==> src/rtl/pwr_seq_pkg.sv <==
package pwr_seq_pkg;
  typedef enum logic [1:0] {
    ST_RUN  = 2'd0,
    ST_IDLE = 2'd1,
    ST_PD   = 2'd2,
    ST_OSCW = 2'd3
  } pmode_t;

  localparam int NSRC = 3;

  // rank of a wake source: high-priority bit gives 2, else 1
  function automatic logic [1:0] src_rank(input logic pri);
    return pri ? 2'd2 : 2'd1;
  endfunction

  // rank of whatever is in service; 0 when nothing is
  function automatic logic [1:0] svc_rank(input logic hi, input logic lo);
    return hi ? 2'd2 : (lo ? 2'd1 : 2'd0);
  endfunction

  function automatic logic outranks(input logic pri, input logic hi, input logic lo);
    return src_rank(pri) > svc_rank(hi, lo);
  endfunction
endpackage

==> src/rtl/wake_qual.sv <==
module wake_qual
  import pwr_seq_pkg::*;
(
  input  logic [NSRC-1:0] line_act,
  input  logic [NSRC-1:0] src_en,
  input  logic [NSRC-1:0] src_lvl,
  input  logic [NSRC-1:0] src_pri,
  output logic [NSRC-1:0] qual,
  output logic            qual_any,
  output logic [1:0]      win_idx,
  output logic            win_pri
);
  genvar g;
  generate
    for (g = 0; g < NSRC; g++) begin : g_q
      assign qual[g] = line_act[g] & src_en[g] & src_lvl[g];
    end
  endgenerate

  assign qual_any = |qual;

  always_comb begin
    logic found;
    found   = 1'b0;
    win_idx = 2'd0;
    win_pri = 1'b0;
    for (int i = 0; i < NSRC; i++) begin
      if (qual[i] && (!found || (src_pri[i] && !win_pri))) begin
        found   = 1'b1;
        win_idx = 2'(i);
        win_pri = src_pri[i];
      end
    end
  end
endmodule

==> src/rtl/osc_timer.sv <==
module osc_timer #(
  parameter int OSC_CYC = 1024,
  localparam int CW = $clog2(OSC_CYC)
) (
  input  logic          clk,
  input  logic          rst_n,
  input  logic          run,
  output logic [CW-1:0] cnt,
  output logic          done
);
  localparam logic [CW-1:0] LAST = CW'(OSC_CYC - 1);

  assign done = run && (cnt == LAST);

  always_ff @(posedge clk or negedge rst_n) begin
    if (!rst_n)      cnt <= '0;
    else if (!run)   cnt <= '0;
    else if (!done)  cnt <= cnt + 1'b1;
    else             cnt <= '0;
  end
endmodule

==> src/rtl/pwr_seq.sv <==
module pwr_seq
  import pwr_seq_pkg::*;
#(
  parameter int OSC_CYC = 1024,
  localparam int CW = $clog2(OSC_CYC)
) (
  input  logic          clk,
  input  logic          rst_n,
  input  logic          pd_req,
  input  logic          wdt_en,
  input  logic          ext0_n,
  input  logic          ext0_en,
  input  logic          ext0_lvl,
  input  logic          ext0_pri,
  input  logic          ext1_n,
  input  logic          ext1_en,
  input  logic          ext1_lvl,
  input  logic          ext1_pri,
  input  logic          sec_irq,
  input  logic          sec_en,
  input  logic          sec_pri,
  input  logic          svc_hi,
  input  logic          svc_lo,
  output logic          osc_en,
  output logic          cpu_clk_en,
  output logic [CW-1:0] osc_cnt,
  output logic [1:0]    mode,
  output logic          wake_req,
  output logic [1:0]    wake_src
);
  pmode_t            state, state_nx;
  logic [NSRC-1:0]   qual, src_pri;
  logic              qual_any, win_pri, tmr_done;
  logic [1:0]        win_idx, lat_src, lat_nx, src_nx;
  logic              wake_nx;
  logic              lat_alive, lat_pri;

  assign src_pri = {sec_pri, ext1_pri, ext0_pri};

  wake_qual u_qual (
    .line_act ({sec_irq, ~ext1_n, ~ext0_n}),
    .src_en   ({sec_en, ext1_en, ext0_en}),
    .src_lvl  ({ext1_lvl, ext1_lvl, ext0_lvl}),
    .src_pri  (src_pri),
    .qual     (qual),
    .qual_any (qual_any),
    .win_idx  (win_idx),
    .win_pri  (win_pri)
  );

  osc_timer #(.OSC_CYC(OSC_CYC)) u_tmr (
    .clk   (clk),
    .rst_n (rst_n),
    .run   (state == ST_OSCW),
    .cnt   (osc_cnt),
    .done  (tmr_done)
  );

  assign lat_alive = (lat_src < 2'(NSRC)) && qual[lat_src];
  assign lat_pri   = (lat_src < 2'(NSRC)) && src_pri[lat_src];

  always_comb begin
    state_nx = state;
    lat_nx   = lat_src;
    src_nx   = wake_src;
    wake_nx  = 1'b0;
    unique case (state)
      ST_RUN:  if (pd_req && !wdt_en) state_nx = ST_PD;
      ST_PD:   if (qual_any) begin
                 state_nx = ST_OSCW;
                 lat_nx   = win_idx;
               end
      ST_OSCW: if (tmr_done) begin
                 if (!lat_alive)                              state_nx = ST_PD;
                 else if (!outranks(lat_pri, svc_hi, svc_lo)) state_nx = ST_IDLE;
                 else begin
                   state_nx = ST_RUN;
                   wake_nx  = 1'b1;
                   src_nx   = lat_src;
                 end
               end
      ST_IDLE: if (qual_any && outranks(win_pri, svc_hi, svc_lo)) begin
                 state_nx = ST_RUN;
                 wake_nx  = 1'b1;
                 src_nx   = win_idx;
               end
      default: state_nx = ST_RUN;
    endcase
  end

  always_ff @(posedge clk or negedge rst_n) begin
    if (!rst_n) begin
      state    <= ST_RUN;
      lat_src  <= 2'd0;
      wake_src <= 2'd0;
      wake_req <= 1'b0;
    end else begin
      state    <= state_nx;
      lat_src  <= lat_nx;
      wake_src <= src_nx;
      wake_req <= wake_nx;
    end
  end

  assign mode       = state;
  assign osc_en     = (state != ST_PD);
  assign cpu_clk_en = (state == ST_RUN);
endmodule

==> config.mk <==
export PLATFORM = sky130hd
export DESIGN_NAME = pwr_seq
export DESIGN_NICKNAME = d
export VERILOG_FILES = /design/src/rtl/pwr_seq_pkg.sv /design/src/rtl/wake_qual.sv /design/src/rtl/osc_timer.sv /design/src/rtl/pwr_seq.sv
export SDC_FILE = /design/constraint.sdc
export NUM_CORES = 1
export LEC_CHECK = 0
export BUFFER_PORTS_ARGS = -buffer_cell sky130_fd_sc_hd__buf_2
export CAP_MARGIN = 20
export CORE_MARGIN = 2
export CORE_UTILIZATION = 45
export CTS_CLUSTER_DIAMETER = 80
export DETAILED_ROUTE_END_ITERATION = 8
export PLACE_DENSITY = 0.72
export SLEW_MARGIN = 20
export SYNTH_ARGS = -nofsm -noshare
export SYNTH_HDL_FRONTEND = slang
export SYNTH_SLANG_ARGS = --single-unit
==> constraint.sdc <==
create_clock -name clk -period 2.28 [get_ports clk]
set_input_delay 0.456 -clock clk [delete_from_list [all_inputs] [get_ports clk]]
set_output_delay 0.456 -clock clk [all_outputs]
set_load 0.05 [all_outputs]
== Yosys cells after proc, flatten, opt, wreduce, memory -nomap -nowiden ==
Index checks and enable logic that the tools add are counted.
Cells by class
  add/subtract/negate cells: 1
  multiply operators: 0
  divide/modulo/power cells: 0
  $lt $le $gt $ge: 4
  equal/unequal tests: 11
  shift operators: 0
  muxes and demuxes: 34
  bitwise operators: 8
  reductions and logical operators: 22
Operators by type and width (count)
  two-way mux 2 bit: 13
  two-way mux 10 bit: 2
  two-way mux 1 bit: 14
  != test 2 bit (second input constant): 6
  adder 10 x 1 -> 10 bit (second input constant): 1
  equality test 10 bit (second input constant): 1
  logical AND 1 bit: 9
  case mux 2 bit (4 select lines): 1
  AND 1 bit: 6
  logical NOT 1 bit: 5
  AND reduction 5 bit: 1
  binary-select mux 1 bit (select 2 bit): 2
  equality test 2 bit (second input constant): 2
  > comparator 2 bit: 2
  case mux 2 bit (2 select lines): 1
  AND reduction 4 bit: 1
  less-than comparator 2 x 3 -> 1 bit (second input constant): 1
  OR reduction 3 bit: 1
  equality test 2 x 1 -> 1 bit (second input constant): 1
  logical NOT 2 bit: 1
  logical OR 1 bit: 2
  less-than comparator 2 bit (second input constant): 1
  != test 2 x 1 -> 1 bit (second input constant): 1
  inverter 1 bit: 2
  3 further kinds: 3
Storage, ports and cells
  register bits after elaboration: 17
  latch bits: 0
  memory bits (writable): 0
  memory bits (read-only): 0
  word-level logic and storage cells: 85
  memories kept: 0

== Longest topological paths before layout ==
Gate-level depths: netlist of the first run.
  depth after elaboration: 19
  gate-level depth with buffers: 10
  mapped depth without buffers: 9

== Cells and area by module ==
Synthesis of the first run repeated with hierarchy kept, for this count alone.
Second synthesis, totals
  cells, all modules: 115
  area total of the unflattened synthesis: 1101.1 sq um
By module, submodules not included
  pwr_seq: times used 1, cells each 50, area an instance 521.8 sq um, sequential area each 175.2 sq um
  osc_timer: times used 1, cells each 49, area an instance 485.5 sq um, sequential area each 250.2 sq um
  wake_qual: times used 1, cells each 16, area an instance 93.8 sq um, sequential area each 0.0 sq um

== Worst setup path before layout of the first run ==
No wires, ideal clock.
  path type: input port to flip-flop
  from: in ext0_lvl
  to: reg wake_src[0]
  arrival: 2.245 ns
  data required time: 2.152 ns
  slack: -0.092 ns
  cell stages on the path: 9
  path buffers: 1
  cells stage by stage: and3b_1 > buf_6 > a22oi_1 > nand2_1 > ha_1 > a21oi_1 > a2111oi_4 > a22oi_2 > mux2_1
On the way
  cells in the longest elaborated chain, start to end: 17
RTL lines
  start, declared: RTL line pwr_seq.sv:13  | input logic ext0_lvl,
  AND 1 bit *: RTL line wake_qual.sv:16  | assign qual[g] = line_act[g] & src_en[g] & src_lvl[g];
  two-way mux 1 bit: RTL line wake_qual.sv:28  | if (qual[i] && (!found || (src_pri[i] && !win_pri))) begin
  logical NOT 1 bit: RTL line wake_qual.sv:28
  logical AND 1 bit: RTL line wake_qual.sv:28
  logical OR 1 bit: RTL line wake_qual.sv:28
  logical AND 1 bit: RTL line wake_qual.sv:28
  two-way mux 1 bit: RTL line wake_qual.sv:28
  logical NOT 1 bit: RTL line wake_qual.sv:28
  logical AND 1 bit: RTL line wake_qual.sv:28
  logical OR 1 bit: RTL line wake_qual.sv:28
  logical AND 1 bit: RTL line wake_qual.sv:28
  two-way mux 1 bit: RTL line wake_qual.sv:28
  two-way mux 2 bit: RTL line pwr_seq_pkg.sv:13  | return pri ? 2'd2 : 2'd1;
  > comparator 2 bit: RTL line pwr_seq_pkg.sv:22  | return src_rank(pri) > svc_rank(hi, lo);
  logical AND 1 bit: RTL line pwr_seq.sv:82  | ST_IDLE: if (qual_any && outranks(win_pri, svc_hi, svc_lo)) begin
  != test 2 bit (no line)
  AND reduction 5 bit (no line)
  end signal, assigned: RTL line pwr_seq.sv:100  | wake_src <= src_nx;
  end, declared: RTL line pwr_seq.sv:29  | output logic [1:0] wake_src
Mark *: on every way between the ends. The rest lies on a longest branch, timed or not. The select of a mux whose other input is x is not followed.
A chain may end at the register's enable or synchronous reset.

== Final worst setup path of the first run ==
  from: reg lat_src[0]
  to: reg wake_src[0]
On the way
  cells in the longest elaborated chain, start to end: 7
RTL lines
  start, declared: RTL line pwr_seq.sv:34  | logic [1:0] win_idx, lat_src, lat_nx, src_nx;
  start signal, assigned: RTL line pwr_seq.sv:99  | lat_src <= lat_nx;
  binary-select mux 1 bit (select 2 bit): RTL line pwr_seq.sv:60  | assign lat_pri = (lat_src < 2'(NSRC)) && src_pri[lat_src];
  two-way mux 1 bit (not written as such): RTL line pwr_seq.sv:60
  logical AND 1 bit: RTL line pwr_seq.sv:60
  two-way mux 2 bit: RTL line pwr_seq_pkg.sv:13
  > comparator 2 bit: RTL line pwr_seq_pkg.sv:22
  != test 2 bit (no line)
  AND reduction 5 bit (no line)
Parallel ways exist; a longest one is shown, timed or not. The select of a mux whose other input is x is not followed.

==> results of run 1 <==
final cells by class:
type / instances / area [um^2] / area share
Multi-Input combinational cell: 85 / 604 / 0.459
Sequential cell: 17 / 425 / 0.323
Timing Repair Buffer: 38 / 203 / 0.154
Tap cell: 28 / 35.0 / 0.0266
Clock buffer: 4 / 26.3 / 0.0200
Inverter: 6 / 22.5 / 0.0171
worst max path at each step:
stage / from / end / cells past startpoint
after floorplan: ext0_lvl / wake_src[0] / 9
after global placement: ext0_lvl / wake_src[1] / 9
after detailed placement: ext0_lvl / wake_src[0] / 9
after CTS: lat_src[0] / wake_src[0] / 8
after global routing: lat_src[0] / wake_src[0] / 8
final: lat_src[0] / wake_src[0] / 8
cell usage in the layout (no fill, tap or decap), types with 2 or more instances in the layout:
| cell type | n |
|---|---|
| buf_2 | 33 |
| dfrtp_1 | 17 |
| nand2_1 | 12 |
| nor2_1 | 12 |
| inv_1 | 6 |
| xor2_1 | 5 |
| o21ai_0 | 5 |
| buf_4 | 5 |
| nand3_1 | 4 |
| a21oi_1 | 4 |
| ha_1 | 4 |
| nor2b_1 | 3 |
| clkbuf_4 | 3 |
| and3_1 | 2 |
| xnor2_1 | 2 |
| a22oi_2 | 2 |
| mux2i_1 | 2 |
| o22ai_1 | 2 |
| nand3b_1 | 2 |
| nor3_1 | 2 |
| o31ai_1 | 2 |
| o2bb2ai_1 | 2 |
| mux2_1 | 2 |
power by group through the flow:
stage          Combinational, mW  Clock, mW  Sequential, mW
3_5_place_dp               0.561          0           0.454
5_1_grt                    0.610      0.177           0.463
3_3_place_gp               0.541          0           0.452
4_1_cts                    0.563      0.166           0.448
6_report                   0.559      0.162           0.449
2_1_floorplan              0.250          0           0.604
registers in the layout, indices dropped and copies added (netlist names):
signal / cells
u_tmr.cnt: 10
lat_src: 2
mode: 2
wake_src: 2
wake_req: 1
critical path, stage by stage, from the launching register on:
cell and delay, ns:
dfrtp_1 0.42, mux2i_1 0.13, o22ai_1 0.22, ha_1 0.29, nor2b_1 0.14, o21ai_1 0.17, nor3_1 0.08, a22oi_2 0.22
mux2_1 0.35
kinds of logic (layout without fill, tap and decap cells):
kind of cell	count (synthesis)	count (layout)	share of synthesized area
simple gates	47	47	0.240
compound gates	22	22	0.157
mux	4	4	0.0407
buf+inv	8	48	0.0371
xor+xnor	7	7	0.0587
fa+ha+maj	5	5	0.0599
flops	17	17	0.407
routing by layer:
metal | global-route usage | share of wire
met2 | 0.312 | 0.49
met5 | 0 | 0
met3 | 0.0514 | 0.051
met1 | 0.232 | 0.46
met4 | 0.0385 | 0.0052
==> out/metrics.csv, run 1 <==
stage,metric,value,unit
sta,fin_crit_sh,0.937,
placement,io_buffers,33,
sta,fmax,468,MHz
worst_setup_path,r2r_end,wake_src[0],
clocking,cts_buffer_depth,2,
power_and_ir_drop,sw_frac_of_total,0.463,
synthesis,ys.flop_type,dfrtp_1,
worst_setup_path,r2r_start,lat_src[0],
routing,dr.pass1.iters,4,
floorplanning,start_util,0.472,
synthesis,synth_top_area_frac,0.407,
routing,routed_wirelength,2120,um
routing,drt_iter0_markers,11,
synthesis,synth.net_count,132,
sta,min_period,2.14,ns
floorplanning,coreArea,2210,um^2
floorplanning,fp.dieW,52.2,um
placement,place_hpwl,1760,um
power_and_ir_drop,leakagePower,0.668,nW
floorplanning,fp-row-count,17,
clocking,clkTransAtPathRegs,0.10,ns
synthesis,yosys_register_bits,17,
worst_setup_path,endpoint_kind,flip-flop,
clocking,cts_resized,0,
clocking,cts-htree-levels,1,
synthesis,async_reset_ff_frac,1.00,
sta,whs,0.0611,ns
routing,ant_nets,0,
layout,fill_cells,203,
run_status,outcome,finished clean,
layout,area_growth,26.0,%
worst_setup_path,crit_fanout,3,
synthesis,netlist_area,1040,um^2
synthesis,synth.distinct_cells,35,
synthesis,yosysTopAreaCell,dfrtp_1,
routing,post_drt_wl_per_cell,11.9,um
sta,tns,0,ns
power_and_ir_drop,p_clk_frac,0.138,
layout,fin_util,0.595,
synthesis,synth_edf_count,0,
routing,vias_per_cell,5.19,
routing,vias,923,
layout,fin_cells,178,
worst_setup_path,rr_worst_depth,8,
power_and_ir_drop,p_per_area,889,nW/um^2
layout,stdcell_area,1320,um^2
power_and_ir_drop,power,1.17,mW
synthesis,ys_warn_count,0,
sta,maxSlewHeadroom,0.748,
sta,rsz0062_at_grt,no,
global_routing,grt_usage,0.183,
placement,routabilityCongestion,0.761,
synthesis,synth.top_cells.by_count,"17 x dfrtp_1, 13 x nand2_1, 12 x nor2_1",
placement,place_area,1290,um^2
worst_setup_path,reg2reg_slack,0.14,ns
floorplanning,dieArea,2720,um^2
clocking,cts_tree,built,
sta,setup_viol,0,
worst_setup_path,critPathArrivalTime,2.31,ns
clocking,clock-sinks,17,
floorplanning,die_h,52.2,um
global_routing,grt_pass1_wl,3680,um
power_and_ir_drop,max-vdd-ir-drop,0.000828,V
global_routing,grt_pass1_vias,873,
clocking,ctsHoldBuffers,0,
layout,drive_gt1_frac,0.340,
layout,antenna_cells,0,
worst_setup_path,cp-start-kind,flip-flop,
synthesis,synth.most_common_cell,dfrtp_1,
clocking,clk_latency,0.30,ns
sta,slew_violations,0,
run,drv_cap,0,
placement,post-place-ws,-0.115,ns
clocking,cts_buffers,3,
power_and_ir_drop,pwr-share-seq,0.384,
routing,drc,0,
synthesis,yosysSeqAreaShare,0.407,
global_routing,grt_overflow,0,
global_routing,grt_max_degree,18,
worst_setup_path,crit_type,flip-flop to flip-flop,
sta,tightestPinTransition,0.379,ns
clocking,cts_setup_buffers,0,
sta,finClkSkew,0.00896,ns
layout,fin_nets,173,
synthesis,avgSynthCellArea,9.50,um^2
synthesis,syn_inst,110,
floorplanning,io_pins,34,
worst_setup_path,crit_required,2.46,ns
global_routing,antenna_found_initial,0,
power_and_ir_drop,switching_power,0.542,mW
sta,timing.final.hold_violations,0,
min_path,hold_path_class,input port to asynchronous set/reset pin,
sta,setup_ws,0.143,ns
clocking,clockRootBuffer,clkbuf_4,
power_and_ir_drop,intPower,0.628,mW
synthesis,ys_top_cells_by_area,"dfrtp_1 41%, ha_1 6.0%, nand2_1 4.7%",
placement,place_inst,174,
power_and_ir_drop,power.share.combinational,0.478,
No activity file was read; power rests on OpenSTA's default activity.
==> inputs of run 2 (changes only) <==
- CORE_UTILIZATION: 45 -> 49
- PLACE_DENSITY: 0.72 -> 0.78
==> out/metrics.csv, run 2 (synthesis results as in run 1) <==
stage,metric,value,unit,change
global_routing,grt_pass1_wl,3710,um,was 3680 um
floorplanning,fp.dieW,50.2,um,was 52.2 um
placement,place_inst,173,,was 174
power_and_ir_drop,leakagePower,0.675,nW,was 0.668 nW
floorplanning,dieArea,2520,um^2,was 2720 um^2
sta,fin_crit_sh,0.925,,was 0.937
routing,ant_nets,0,,unchanged
layout,area_growth,28.0,%,was 26.0%
floorplanning,coreArea,1980,um^2,was 2210 um^2
worst_setup_path,cp_slowest_cell,dfrtp_1,,unchanged
layout,top_register,u_tmr.cnt,,unchanged
layout,drive_gt1_frac,0.364,,was 0.340
sta,min_period,2.11,ns,was 2.14 ns
worst_setup_path,rr_worst_depth,8,,unchanged
routing,drc,0,,unchanged
min_path,hold_path_class,input port to asynchronous set/reset pin,,unchanged
routing,post_drt_wl_per_cell,12.1,um,was 11.9 um
sta,finClkSkew,0.00240,ns,was 0.00896 ns
routing,drt_iter0_markers,15,,was 11
global_routing,grt_usage,0.188,,was 0.183
placement,io_buffers,33,,unchanged
clocking,cts_buffers,3,,unchanged
routing,vias_per_cell,5.20,,was 5.19
worst_setup_path,cp_top_family,multiplexers,,was compound AO/OA/AOI/OAI gates
floorplanning,fp-row-count,16,,was 17
sta,slew_violations,0,,unchanged
routing,routed_wirelength,2160,um,was 2120 um
worst_setup_path,critPathArrivalTime,2.27,ns,was 2.31 ns
placement,routabilityCongestion,0.783,,was 0.761
global_routing,grt_max_degree,18,,unchanged
clocking,clock-sinks,17,,unchanged
routing,wl_met3,102,um,was 108 um
floorplanning,die_h,50.2,um,was 52.2 um
worst_setup_path,path_cells,mux2i_1 -> o22ai_2 -> ha_1 -> nor2b_1 -> o21ai_2 -> nor3_2 -> a22oi_2 -> mux2_1,,was mux2i_1 -> o22ai_1 -> ha_1 -> nor2b_1 -> o21ai_1 -> nor3_1 -> a22oi_2 -> mux2_1
sta,tns,0,ns,unchanged
sta,setup_viol,0,,unchanged
sta,tightestPinTransition,0.360,ns,was 0.379 ns
layout,final_common_cell,buf_2,,unchanged
power_and_ir_drop,p_per_area,890,nW/um^2,was 889 nW/um^2
worst_setup_path,crit_fanout,4,,was 3
layout,fin_nets,174,,was 173
worst_setup_path,crit_required,2.45,ns,was 2.46 ns
global_routing,grt_pass1_vias,858,,was 873
clocking,cts-htree-levels,1,,unchanged
layout,antenna_cells,0,,unchanged
routing,topRoutingLayerUsed,met3,,was met4
worst_setup_path,crit_type,flip-flop to flip-flop,,unchanged
global_routing,antenna_found_initial,0,,unchanged
routing,route.layer.met1.wl,945,um,was 968 um
worst_setup_path,crit_buf_inv,0,,unchanged
worst_setup_path,cp_slowest_stage_delay,0.43,ns,was 0.42 ns
sta,maxSlewHeadroom,0.760,,was 0.748
worst_setup_path,endpoint_kind,flip-flop,,unchanged
floorplanning,start_util,0.527,,was 0.472
layout,fin_cells,178,,unchanged
placement,place_hpwl,1730,um,was 1760 um
sta,timing.final.hold_violations,0,,unchanged
clocking,clk_latency,0.28,ns,was 0.30 ns
routing,wl_met2,1110,um,was 1030 um
clocking,cts_tree,built,,unchanged
global_routing,grt_overflow,0,,unchanged
floorplanning,io_pins,34,,unchanged
layout,largest_register_ffs,10,,unchanged
routing,dr.pass1.iters,4,,unchanged
clocking,clockRootBuffer,clkbuf_4,,unchanged
run,drv_cap,0,,unchanged
sta,fmax,474,MHz,was 468 MHz
layout,layout_common_cells,"33 x buf_2, 17 x dfrtp_1, 12 x nand2_1, 12 x nor2_1",,"was 33 x buf_2, 17 x dfrtp_1, 12 x nand2_1, 12 x nor2_1, 6 x inv_1"
power_and_ir_drop,power,1.19,mW,was 1.17 mW
routing,vias,926,,was 923
run_status,outcome,finished clean,,unchanged
clocking,clkTransAtPathRegs,0.09,ns,was 0.10 ns
sta,rsz0062_at_grt,no,,unchanged
power_and_ir_drop,max-vdd-ir-drop,0.000941,V,was 0.000828 V
worst_setup_path,cp-start-kind,flip-flop,,unchanged
worst_setup_path,cp_num_cells,8,,unchanged
clocking,cts_buffer_depth,2,,unchanged
-- run 2: cell types whose count changed in the layout (fill, tap and decap cells not counted), sizes merged --
cell	before	now
buf	38	39
-- run 2: layout make-up --
class / count / area [um^2]
Tap cell: 27 / 33.8
Sequential cell: 17 / 425
Inverter: 6 / 22.5
Timing Repair Buffer: 39 / 210
Multi-Input combinational cell: 85 / 619
Fill cell: 161 / 644
Clock buffer: 4 / 26.3
-- run 2: per-layer routing --
metal	global-route usage	up-vias
li1	-	471
met2	0.314	18
met1	0.253	437
met4	0.0139	0
met3	0.0506	0
met5	0	-
-- run 2: what timing repair did --
| action | CTS | global route |
|---|---|---|
| resized for setup | 0 | 4 |
| setup buffers | 0 | 1 |
| endpoints found under the setup margin | 0 | 2 |
| hold buffers | 0 | 0 |
-- run 2: worst paths after layout --
check                      slack, ns   startpoint            to
setup / recovery                0.17   lat_src[0]   wake_src[0]
hold / removal                  0.07        rst_n  u_tmr.cnt[9]
setup reg to reg                0.17   lat_src[0]   wake_src[0]
hold reg to reg                 0.50  wake_src[1]   wake_src[1]
max in group asynchronous       1.94        rst_n   wake_src[1]
min in group clk                0.50       ext1_n    lat_src[0]
-- run 2: through the flow --
step                hold WS, ns  worst slack [ns]   util  cell area (um^2)
global route             0.0866            0.0140  0.675              1340
global placement          0.387           -0.0501  0.650              1290
detailed placement        0.390           -0.0827  0.650              1290
finish                   0.0733             0.171  0.675              1340
floorplan                 0.160            0.0157      -              1070
CTS                      0.0783           0.00688  0.664              1320
-- run 2: power by group --
group	switching (mW)	internal (mW)	leakage (nW)
clock	0.0811	0.0679	0.0150
combinational	0.381	0.205	0.441
sequential	0.0899	0.366	0.219
total	0.552	0.639	0.675
==> inputs of run 3 (changes only) <==
- ABC_AREA: unset -> 1
- CORE_UTILIZATION: 49 -> 50
==> out/metrics.csv, run 3 <==
stage,metric,value,unit,change
run_status,outcome,finished clean,,unchanged
clocking,cts_tree,built,,unchanged
sta,timing.final.hold_violations,0,,unchanged
clocking,clockRootBuffer,clkbuf_4,,unchanged
floorplanning,start_util,0.518,,was 0.527
global_routing,grt_overflow,0,,unchanged
worst_setup_path,critPathArrivalTime,2.14,ns,was 2.27 ns
sta,maxSlewHeadroom,0.739,,was 0.760
routing,drt_iter0_markers,18,,was 15
worst_setup_path,crit_fanout,4,,unchanged
floorplanning,coreArea,2150,um^2,was 1980 um^2
worst_setup_path,r2r_end,wake_src[0],,unchanged
worst_setup_path,endpoint_kind,flip-flop,,unchanged
worst_setup_path,startpoint,lat_src[1],,was lat_src[0]
global_routing,antenna_found_initial,0,,unchanged
min_path,hold_path_class,input port to asynchronous set/reset pin,,unchanged
routing,vias,1126,,was 926
power_and_ir_drop,switching_power,0.728,mW,was 0.552 mW
synthesis,ys_top_cells_by_area,"dfrtp_1 38%, nand2_1 14%, inv_1 8.4%",,"was dfrtp_1 41%, ha_1 6.0%, nand2_1 4.7%"
run,drv_cap,0,,unchanged
layout,largest_register_ffs,10,,unchanged
worst_setup_path,rr_worst_depth,11,,was 8
power_and_ir_drop,pwr-share-seq,0.319,,was 0.383
routing,dr.pass1.iters,5,,was 4
synthesis,ys_warn_count,0,,unchanged
worst_setup_path,cp-start-kind,flip-flop,,unchanged
sta,rsz0062_at_grt,no,,unchanged
power_and_ir_drop,max-vdd-ir-drop,0.000784,V,was 0.000941 V
layout,antenna_cells,0,,unchanged
global_routing,grt_pass1_vias,1086,,was 858
worst_setup_path,r2r_start,lat_src[1],,was lat_src[0]
layout,final_common_cell,nand2_1,,was buf_2
routing,ant_nets,0,,unchanged
floorplanning,io_pins,34,,unchanged
layout,fin_nets,218,,was 174
clocking,clock-sinks,17,,unchanged
sta,min_period,1.90,ns,was 2.11 ns
synthesis,synth.most_common_cell,nand2_1,,was dfrtp_1
sta,fmax,527,MHz,was 474 MHz
synthesis,synth.net_count,180,,was 132
clocking,ctsHoldBuffers,0,,unchanged
power_and_ir_drop,p_per_area,1010,nW/um^2,was 890 nW/um^2
clocking,cts_buffer_depth,2,,unchanged
synthesis,synth.top_cells.by_count,"41 x nand2_1, 25 x inv_1, 18 x nor2_1",,"was 17 x dfrtp_1, 13 x nand2_1, 12 x nor2_1"
floorplanning,dieArea,2620,um^2,was 2520 um^2
synthesis,async_reset_ff_frac,1.00,,unchanged
power_and_ir_drop,p_clk_frac,0.124,,was 0.125
synthesis,synth_edf_count,0,,unchanged
sta,finClkSkew,0.00220,ns,was 0.00240 ns
placement,place_hpwl,1930,um,was 1730 um
clocking,cts_setup_buffers,0,,unchanged
power_and_ir_drop,intPower,0.631,mW,was 0.639 mW
clocking,cts-htree-levels,1,,unchanged
sta,tns,0,ns,unchanged
synthesis,avgSynthCellArea,7.05,um^2,was 9.50 um^2
synthesis,ys.flop_type,dfrtp_1,,unchanged
synthesis,yosys_register_bits,17,,unchanged
sta,slew_violations,0,,unchanged
power_and_ir_drop,power.share.combinational,0.557,,was 0.492
synthesis,yosysTopAreaCell,dfrtp_1,,unchanged
layout,layout_common_cells,"41 x nand2_1, 33 x buf_2, 25 x inv_1, 18 x nor2_1, 17 x dfrtp_1",,"was 33 x buf_2, 17 x dfrtp_1, 12 x nand2_1, 12 x nor2_1"
power_and_ir_drop,sw_frac_of_total,0.536,,was 0.464
routing,post_drt_wl_per_cell,10.9,um,was 12.1 um
sta,tightestPinTransition,0.392,ns,was 0.360 ns
layout,fin_util,0.624,,was 0.675
placement,routabilityCongestion,0.926,,was 0.783
floorplanning,die_h,51.2,um,was 50.2 um
routing,drc,0,,unchanged
worst_setup_path,critPathCapture,wake_src[0],,unchanged
clocking,cts_buffers,3,,unchanged
routing,vias_per_cell,5.05,,was 5.20
routing,routed_wirelength,2430,um,was 2160 um
clocking,clk_latency,0.29,ns,was 0.28 ns
synthesis,yosysSeqAreaShare,0.382,,was 0.407
clocking,clkTransAtPathRegs,0.11,ns,was 0.09 ns
synthesis,syn_inst,158,,was 110
power_and_ir_drop,leakagePower,0.737,nW,was 0.675 nW
floorplanning,fp.dieW,51.2,um,was 50.2 um
layout,drive_gt1_frac,0.277,,was 0.364
sta,fin_crit_sh,0.833,,was 0.925
floorplanning,fp-row-count,17,,was 16
synthesis,netlist_area,1110,um^2,was 1040 um^2
placement,io_buffers,33,,unchanged
synthesis,synth.distinct_cells,23,,was 35
worst_setup_path,crit_required,2.52,ns,was 2.45 ns
worst_setup_path,crit_type,flip-flop to flip-flop,,unchanged
clocking,cts_resized,0,,unchanged
worst_setup_path,reg2reg_slack,0.38,ns,was 0.17 ns
layout,top_register,u_tmr.cnt,,unchanged
layout,area_growth,20.4,%,was 28.0%
sta,setup_viol,0,,unchanged
global_routing,grt_max_degree,18,,unchanged
global_routing,grt_pass1_wl,4440,um,was 3710 um
synthesis,synth_top_area_frac,0.382,,was 0.407
global_routing,grt_usage,0.223,,was 0.188
run 3: worst min-delay path by stage:
| stage | startpoint | to | slack [ns] | depth (start not counted) |
|---|---|---|---|---|
| detailed placement | rst_n | u_tmr.cnt[6] | 0.40 | 1 |
| CTS | rst_n | u_tmr.cnt[6] | 0.08 | 1 |
| global route | rst_n | u_tmr.cnt[6] | 0.09 | 1 |
| finish | rst_n | u_tmr.cnt[6] | 0.06 | 1 |
| global placement | rst_n | u_tmr.cnt[8] | 0.39 | 1 |
| floorplan | rst_n | lat_src[0] | 0.16 | 0 |
run 3: metrics by stage:
step           hold slack (ns)  cell area [um^2]  setup slack (ns)  power, mW  cells
2_1_floorplan            0.160              1110             0.263       1.02    158
3_3_place_gp             0.393              1310             0.179       1.17    219
3_5_place_dp             0.404              1310            0.0833       1.19    219
4_1_cts                 0.0782              1340             0.360       1.37    223
5_1_grt                 0.0889              1340             0.130       1.48    223
6_report                0.0636              1340             0.381       1.36    223
run 3: cell families after synthesis:
family | count (synthesis) | synth area share
AND/OR/NAND/NOR | 92 | 0.380
buffers and inverters | 26 | 0.0876
AO/OA/AOI/OAI | 17 | 0.0865
flip-flops | 17 | 0.382
adder cells (fa/ha/maj) | 5 | 0.0562
XOR/XNOR | 1 | 0.00787
run 3: layer usage:
layer / global-route usage / vias to the layer above / part of all wire
met2: 0.405 / 31 / 0.50
met5: 0 / - / 0
li1: - / 578 / -
met4: 0.0811 / 0 / 0.022
met1: 0.261 / 510 / 0.44
met3: 0.0351 / 7 / 0.041
run 3: power by group through the flow:
stage / Combinational (mW) / Sequential (mW) / Clock [mW]
final: 0.757 / 0.433 / 0.168
after global routing: 0.850 / 0.442 / 0.186
after CTS: 0.762 / 0.434 / 0.172
after detailed placement: 0.754 / 0.440 / 0
after global placement: 0.737 / 0.435 / 0
after floorplan: 0.423 / 0.594 / 0
run 3: final cells by class:
class                   count  area, um^2
multi-input cells         115         591
inverters                  26        97.6
clock inverters             1        5.00
repair buffers             33         165
well taps                  28        35.0
flip-flops and latches     17         425
fillers                   209         807
clock buffers               3        22.5
run 3: worst max-delay path, stage by stage, from the launching register on:
cell and delay, ns:
dfrtp_1 0.42, inv_1 0.09, o21ai_0 0.08, o21ai_0 0.30, ha_1 0.31, nand2_1 0.11, nand3_2 0.08, nor2_2 0.13
nand2_2 0.09, a21oi_2 0.12, nand2_1 0.05, nand2_1 0.06
